$ cat src/rtl/frame_entry_pkg.sv
package frame_entry_pkg;

    typedef enum logic [2:0] {
        S_IDLE    = 3'd0,
        S_PUSH_BP = 3'd1,
        S_COPY_RD = 3'd2,
        S_COPY_WR = 3'd3,
        S_PUSH_FP = 3'd4,
        S_FINISH  = 3'd5
    } fe_state_e;

endpackage

$ cat src/rtl/fe_dec2.sv
module fe_dec2 #(
    parameter int W = 16
) (
    input  logic [W-1:0] val_i,
    output logic [W-1:0] val_o
);
    assign val_o = val_i - W'(2);
endmodule

$ cat src/rtl/fe_sub.sv
module fe_sub #(
    parameter int W = 16
) (
    input  logic [W-1:0] a_i,
    input  logic [W-1:0] b_i,
    output logic [W-1:0] diff_o
);
    assign diff_o = a_i - b_i;
endmodule

$ cat src/rtl/frame_entry_seq.sv
module frame_entry_seq
    import frame_entry_pkg::*;
#(
    parameter int DW       = 16,
    parameter int LVL_IN_W = 8,
    parameter int LVL_W    = 5
) (
    input  logic                clk,
    input  logic                rst_n,
    input  logic                start,
    input  logic [DW-1:0]       frame_size,
    input  logic [LVL_IN_W-1:0] level,
    input  logic [DW-1:0]       sp_in,
    input  logic [DW-1:0]       bp_in,
    output logic                mem_req,
    output logic                mem_we,
    output logic [DW-1:0]       mem_addr,
    output logic [DW-1:0]       mem_wdata,
    input  logic [DW-1:0]       mem_rdata,
    input  logic                mem_ready,
    output logic [DW-1:0]       sp_out,
    output logic [DW-1:0]       bp_out,
    output logic                done,
    output logic                busy
);

    localparam logic [LVL_W-1:0] LVL_ONE = LVL_W'(1);

    typedef struct packed {
        fe_state_e         st;
        logic [DW-1:0]     sp;
        logic [DW-1:0]     bp;
        logic [DW-1:0]     fp;
        logic [DW-1:0]     fsize;
        logic [DW-1:0]     data;
        logic [LVL_W-1:0]  lvl;
        logic [LVL_W-1:0]  cnt;
        logic              done;
    } fe_regs_t;

    fe_regs_t r_q, r_d;

    logic [DW-1:0] sp_m2, bp_m2, sp_less_fs;
    logic          lvl_unused;

    // the upper level bits are discarded on purpose (level taken mod 2^LVL_W)
    assign lvl_unused = ^level[LVL_IN_W-1:LVL_W];

    fe_dec2 #(.W(DW)) u_sp_dec (.val_i(r_q.sp), .val_o(sp_m2));
    fe_dec2 #(.W(DW)) u_bp_dec (.val_i(r_q.bp), .val_o(bp_m2));
    fe_sub  #(.W(DW)) u_fs_sub (.a_i(r_q.sp), .b_i(r_q.fsize), .diff_o(sp_less_fs));

    always_comb begin
        r_d       = r_q;
        r_d.done  = 1'b0;
        mem_req   = 1'b0;
        mem_we    = 1'b0;
        mem_addr  = sp_m2;
        mem_wdata = r_q.bp;

        unique case (r_q.st)
            S_IDLE: begin
                if (start) begin
                    r_d.sp    = sp_in;
                    r_d.bp    = bp_in;
                    r_d.fsize = frame_size;
                    r_d.lvl   = level[LVL_W-1:0];
                    r_d.st    = S_PUSH_BP;
                end
            end
            S_PUSH_BP: begin
                mem_req   = 1'b1;
                mem_we    = 1'b1;
                mem_addr  = sp_m2;
                mem_wdata = r_q.bp;
                if (mem_ready) begin
                    r_d.sp = sp_m2;
                    r_d.fp = sp_m2;
                    if (r_q.lvl == '0) begin
                        r_d.st = S_FINISH;
                    end else if (r_q.lvl == LVL_ONE) begin
                        r_d.st = S_PUSH_FP;
                    end else begin
                        r_d.cnt = r_q.lvl - LVL_ONE;
                        r_d.st  = S_COPY_RD;
                    end
                end
            end
            S_COPY_RD: begin
                mem_req  = 1'b1;
                mem_we   = 1'b0;
                mem_addr = bp_m2;
                if (mem_ready) begin
                    r_d.bp   = bp_m2;
                    r_d.data = mem_rdata;
                    r_d.st   = S_COPY_WR;
                end
            end
            S_COPY_WR: begin
                mem_req   = 1'b1;
                mem_we    = 1'b1;
                mem_addr  = sp_m2;
                mem_wdata = r_q.data;
                if (mem_ready) begin
                    r_d.sp  = sp_m2;
                    r_d.cnt = r_q.cnt - LVL_ONE;
                    r_d.st  = (r_q.cnt == LVL_ONE) ? S_PUSH_FP : S_COPY_RD;
                end
            end
            S_PUSH_FP: begin
                mem_req   = 1'b1;
                mem_we    = 1'b1;
                mem_addr  = sp_m2;
                mem_wdata = r_q.fp;
                if (mem_ready) begin
                    r_d.sp = sp_m2;
                    r_d.st = S_FINISH;
                end
            end
            S_FINISH: begin
                r_d.bp   = r_q.fp;
                r_d.sp   = sp_less_fs;
                r_d.done = 1'b1;
                r_d.st   = S_IDLE;
            end
            default: r_d.st = S_IDLE;
        endcase
    end

    always_ff @(posedge clk) begin
        if (!rst_n) begin
            r_q <= '0;
        end else begin
            r_q <= r_d;
        end
    end

    assign sp_out = r_q.sp;
    assign bp_out = r_q.bp;
    assign done   = r_q.done;
    assign busy   = (r_q.st != S_IDLE);

endmodule

$ cat config.mk
export PLATFORM = sky130hd
export DESIGN_NAME = frame_entry_seq
export DESIGN_NICKNAME = d
export VERILOG_FILES = /design/src/rtl/frame_entry_pkg.sv /design/src/rtl/fe_dec2.sv /design/src/rtl/fe_sub.sv /design/src/rtl/frame_entry_seq.sv
export SDC_FILE = /design/constraint.sdc
export NUM_CORES = 1
export LEC_CHECK = 0
export BUFFER_PORTS_ARGS = -buffer_cell sky130_fd_sc_hd__buf_2
export CORE_MARGIN = 8
export CORE_UTILIZATION = 54
export DETAILED_ROUTE_END_ITERATION = 10
export GPL_TIMING_DRIVEN = 0
export PLACE_DENSITY = 0.79
export SETUP_SLACK_MARGIN = 0.05
export SLEW_MARGIN = 15
export SYNTH_ARGS = -nofsm -noshare
export SYNTH_HDL_FRONTEND = slang
export SYNTH_HIERARCHICAL = 1
export SYNTH_SLANG_ARGS = --single-unit
$ cat constraint.sdc
create_clock -name clk -period 4.3 [get_ports clk]
set_input_delay 0.86 -clock clk [delete_from_list [all_inputs] [get_ports clk]]
set_output_delay 0.86 -clock clk [all_outputs]
set_load 0.02 [all_outputs]
# After elaboration in Yosys (flattened, before gate mapping)
# Index checks and enable logic that the tools add are counted.
# op_classes
addsub	5
reduce_logical	15
muxes	22
eq_ne	14
# op_table
cell	count
$pmux W16 S5	1
$mux W19	3
$pmux W16 S3	1
$mux W35	1
$mux W16	2
$pmux W16 S2	1
$sub A16 B2 Y16 const B	2
$mux W5	4
$sub A16 B16 Y16	1
$pmux W3 S5	1
$reduce_and A5 Y1	3
$ne A2 B2 Y1 const B	7
$mux W3	4
$eq A5 B1 Y1 const B	2
$pmux W5 S2	1
$sub A5 B1 Y5 const B	2
$eq A3 B2 Y1 const B	2
$eq A3 B3 Y1 const B	2
$reduce_and A2 Y1	3
$reduce_bool A3 Y1	2
$logic_not A5 Y1	1
$reduce_bool A5 Y1	1
$reduce_or A4 Y1	1
$eq A3 B1 Y1 const B	1
other kinds (5)	7
# totals
input_bits	76
ff_bits	94
output_inout_bits	68
elab_cells	65

# Logic depth before layout (Yosys ltp)
# depth
ltp_word	5
ltp_mapped	12
mapped_depth_nobuf	12

# Modules after synthesis
# Netlist, hierarchy kept.
# modules_own_cells
mod	instances	area_each_um2	cells_each	seq_area_each_um2
frame_entry_seq	1	5514.0	725	1881.8
fe_sub	1	980.9	135	0.0
fe_dec2	2	294.0	38	0.0

# Least setup slack after synthesis
# No wires, ideal clock.
# synth_path
kind	register to output
start	register r_q (netlist bit sp_out[1])
end	output port mem_addr[15]
required_time_ns	3.440
setup_slack_ns	1.536
stages_incl_launch_ff	8
t_arrival_ns	1.904
path_buffers	0
cell_sequence	dfxtp_1 inv_1 ha_1 nor3b_1 nand4_1 xnor2_1 inv_1 o21ai_0
# synth_between
elab_chain_cells	2
# synth_lines
element	line	text
start: declaration	frame_entry_seq.sv:41	fe_regs_t r_q, r_d;
start signal: assignment	frame_entry_seq.sv:134	r_q <= r_d;
$sub A16 B2 Y16	fe_dec2.sv:7	assign val_o = val_i - W'(2);
via sp_m2[15]	frame_entry_seq.sv:43	logic [DW-1:0] sp_m2, bp_m2, sp_less_fs;
$mux W16	frame_entry_seq.sv:61	unique case (r_q.st)
end: declaration	frame_entry_seq.sv:17	output logic [DW-1:0] mem_addr,
# The timed path passes the listed nets, and every way through them passes these cells.

# Worst setup path in the final report
# layout_path
start	register r_q (netlist bit sp_out[1])
end	output port mem_addr[9]
# The elaborated chain is that of the path after synthesis.

==> key figures <==
Global route
  • Vias in the first global route: 6921
  • Congestion Overflow GR: 0
  • Total track usage: 0.261
  • Largest net degree at the start of global routing: 16
  • Initial antenna violation count: 0
  • First-pass GRT wire length: about 35000 um

Critical path
  • Crit path max-delay cell type: xnor2_1
  • Critical Path Start Type: flip-flop
  • CP required: roughly 3.4 ns
  • CP Depth: 7
  • Worst-path cell chain: inv_1 > ha_1 > nor3b_1 > nand3b_1 > xnor2_1 > mux2_2 > buf_2
  • Buf+Inv Stages, Crit Path: 2
  • Crit path capture type: output port
  • Setup CP Type: reg2out
  • Worst path arrival time: 2.74 ns
  • Crit-path max cell delay: 0.52 ns
  • Crit Path Max Fanout: 7
  • Reg2Reg Depth: 12
  • R2R Setup Slk: 1.50 ns
  • Family with the most delay on the worst path: simple AND/OR/NAND/NOR gates

Synth
  • Adder-Cell Fraction of Synth Area: 0.0417
  • Post-synthesis mux area share: 0.0761
  • Synth warn: 6
  • Sequential area share after synthesis: 0.266
  • Syn Nets: 1035
  • Number of synthesized register bits: 94
  • Post-synth top flop: dfxtp_1
  • Main combinational cell family by area after synthesis: compound AO/OA/AOI/OAI gates
  • Synth cell types: 75
  • XOR/XNOR share of the synthesized area: 0.0495
  • Number of synthesized flops with an enable pin: 0
  • Ys async rst share: 0
  • Dominant cells by area after synthesis: dfxtp_1 27%, nand2_1 9.4%, a21oi_1 7.2%
  • Gate Count Post-Synth: 936
  • Leading area contributor after synthesis: dfxtp_1
  • Post-Synth Simple-Gate Area: 0.205
  • Post-synth top area share: 0.266
  • Syn_area_per_cell: 7.57 um2
  • Synthesized cell area: approximately 7000 um2
  • Synth Area in Compound Gates: 0.260

Timing
  • Setup violators final: 0
  • Final setup margin: a little over 0.7 ns
  • Clk_skew: between 0.009 and 0.01 ns
  • Max Fclk: ~280 MHz
  • RSZ-0062 raised after global routing: no
  • Pins Over Slew Limit: 0
  • Worst-Margin Slew: 0.736 ns
  • Final worst-path cycle share: 0.836
  • Tmin final: 3.60 ns
  • Relative slew slack: 0.509
  • Hold Vio Cnt, Final: 0
  • Final TNS setup: 0 ns

Final layout
  • Layout Nets: 1184
  • ANT cells: 0
  • Most common cell after layout, fill and taps aside: nand2_1
  • Area growth syn-to-layout: 17.6%
  • Commonest non-fill, non-tap cells in the layout: 178 x nand2_1, 157 x buf_2, 102 x a21oi_1, 94 x dfxtp_1, 49 x a22oi_1
  • Share of layout cells above drive strength 1: 0.243

Clock network
  • Clock latency on the worst-skew pair: 0.36 ns
  • CTS tree: done
  • CTS max path bufs: 2
  • # H-tree levels: 3
  • Post-CTS sizing: 0
  • Hold_buf cts: 0
  • Post-CTS setup buffers: 0
  • Clock Sinks: 94
  • CTS Buf Count: 9
  • Clock slew at reported path FFs: 0.07 ns
  • CTS root buf: clkbuf_16

Route
  • DRT Pass-1 Iters: 6
  • Wire length per cell: between 15 and 20 um
  • Total number of vias: approximately 7500
  • Final WL: about 22000 um
  • Routed Antenna Nets: 0
  • Vias per cell: 5.95
  • Iter 0 DRT Violations: between 800 and 900
  • # DRC: 0

Status
  • Status: finished, final reports clean

Placed design
  • PortBufs: 138
  • Dpl hpwl: 17400 um
  • Routability congestion estimate: 0.920
  • Pre-CTS WS: approximately 1.2 ns

Min path
  • Hold Path Cell Cnt: 2
  • Min-delay worst type: reg2reg

Power and ir drop
  • Worst-case vdd ir drop: 277 uV
  • PwrDens: a little under 600 nW/um2
  • Leak: approximately 0.0035 uW

Floorplanning
  • Placement Rows: 42
  • Core area: 13000 um2
  • Chip width: 131 um
  • Die Y: 131 um
  • Die ar.: between 15000 and 20000 um2
  • Initial Utilization: 0.543
  • I/O pin total: 144

Run
  • Max-cap violations: 0
## metal layers
| layer | wire [um] | share of wire | GRT usage | vias up |
|---|---|---|---|---|
| li1 | - | - | - | 3577 |
| met1 | 9390 | 0.42 | 0.338 | 3492 |
| met2 | 10100 | 0.45 | 0.414 | 395 |
| met3 | 2110 | 0.094 | 0.0386 | 67 |
| met4 | 890 | 0.040 | 0.134 | 0 |
| met5 | 0 | 0 | 0 | - |
## cells in the mapped netlist (16+ instances only)
master and number:
nand3_1 27, o21ai_0 42, buf_4 39, dfxtp_1 94
clkbuf_1 31, xnor2_1 30, inv_1 36, a21oi_1 102
nor2_1 37, a22oi_1 49, o22a_1 16, a31oi_1 18
ha_1 22, nand2_1 178, buf_2 19, mux2i_1 37
o21ai_1 16
## worst min-delay path, stage by stage, from the launching register on
cell,delay (ns)
dfxtp_1,0.31
nand2_1,0.05
a21oi_1,0.05
## sequential cells by signal (all words and copies together), names as in the netlist
name,flops
r_q,61
bp_out,16
sp_out,16
done,1
## power breakdown
part	switching (uW)	internal, uW	total [uW]
Sequential	219	990	1210
Combinational	1630	1100	2730
Clock	370	546	916
Total	2220	2640	4860
## cell families after synthesis
| kind of cell | after synthesis |
|---|---|
| DFF | 94 |
| and+or+nand+nor | 307 |
| AOI/OAI and AO/OA | 283 |
| xor gates and xnor gates | 40 |
| adders and majority gates | 23 |
| buffers and inverters | 137 |
| muxes | 52 |
## metrics by stage
step / hold WS [ns] / util / std cells / cell area (um2) / total power (uW)
after CTS: 0.457 / 0.639 / 1266 / 8330 / 4800
after detailed placement: 0.448 / 0.613 / 1250 / 7990 / 3890
after global placement: 0.444 / 0.613 / 1250 / 7990 / 3840
after global routing: 0.474 / 0.639 / 1266 / 8330 / 5130
final: 0.457 / 0.639 / 1266 / 8330 / 4860
after floorplan: 0.436 / - / 936 / 7080 / 3170
## layout make-up
type / instances / area [um2]
fillers: 1183 / 4700
multi-input cells: 705 / 4480
flip-flops and latches: 94 / 1880
repair buffers: 138 / 691
plain buffers: 98 / 578
clock buffers: 12 / 256
well taps: 176 / 220
inverters: 39 / 146
clock inverters: 4 / 77.6
## path summary, 6_finish.rpt
path,to,from
hold / removal,r_q[33],r_q[33]
hold reg to reg,r_q[33],r_q[33]
setup reg to reg,sp_out[10],sp_out[0]
setup / recovery,mem_addr[9],sp_out[1]
Power figures use the tool's default switching activity.
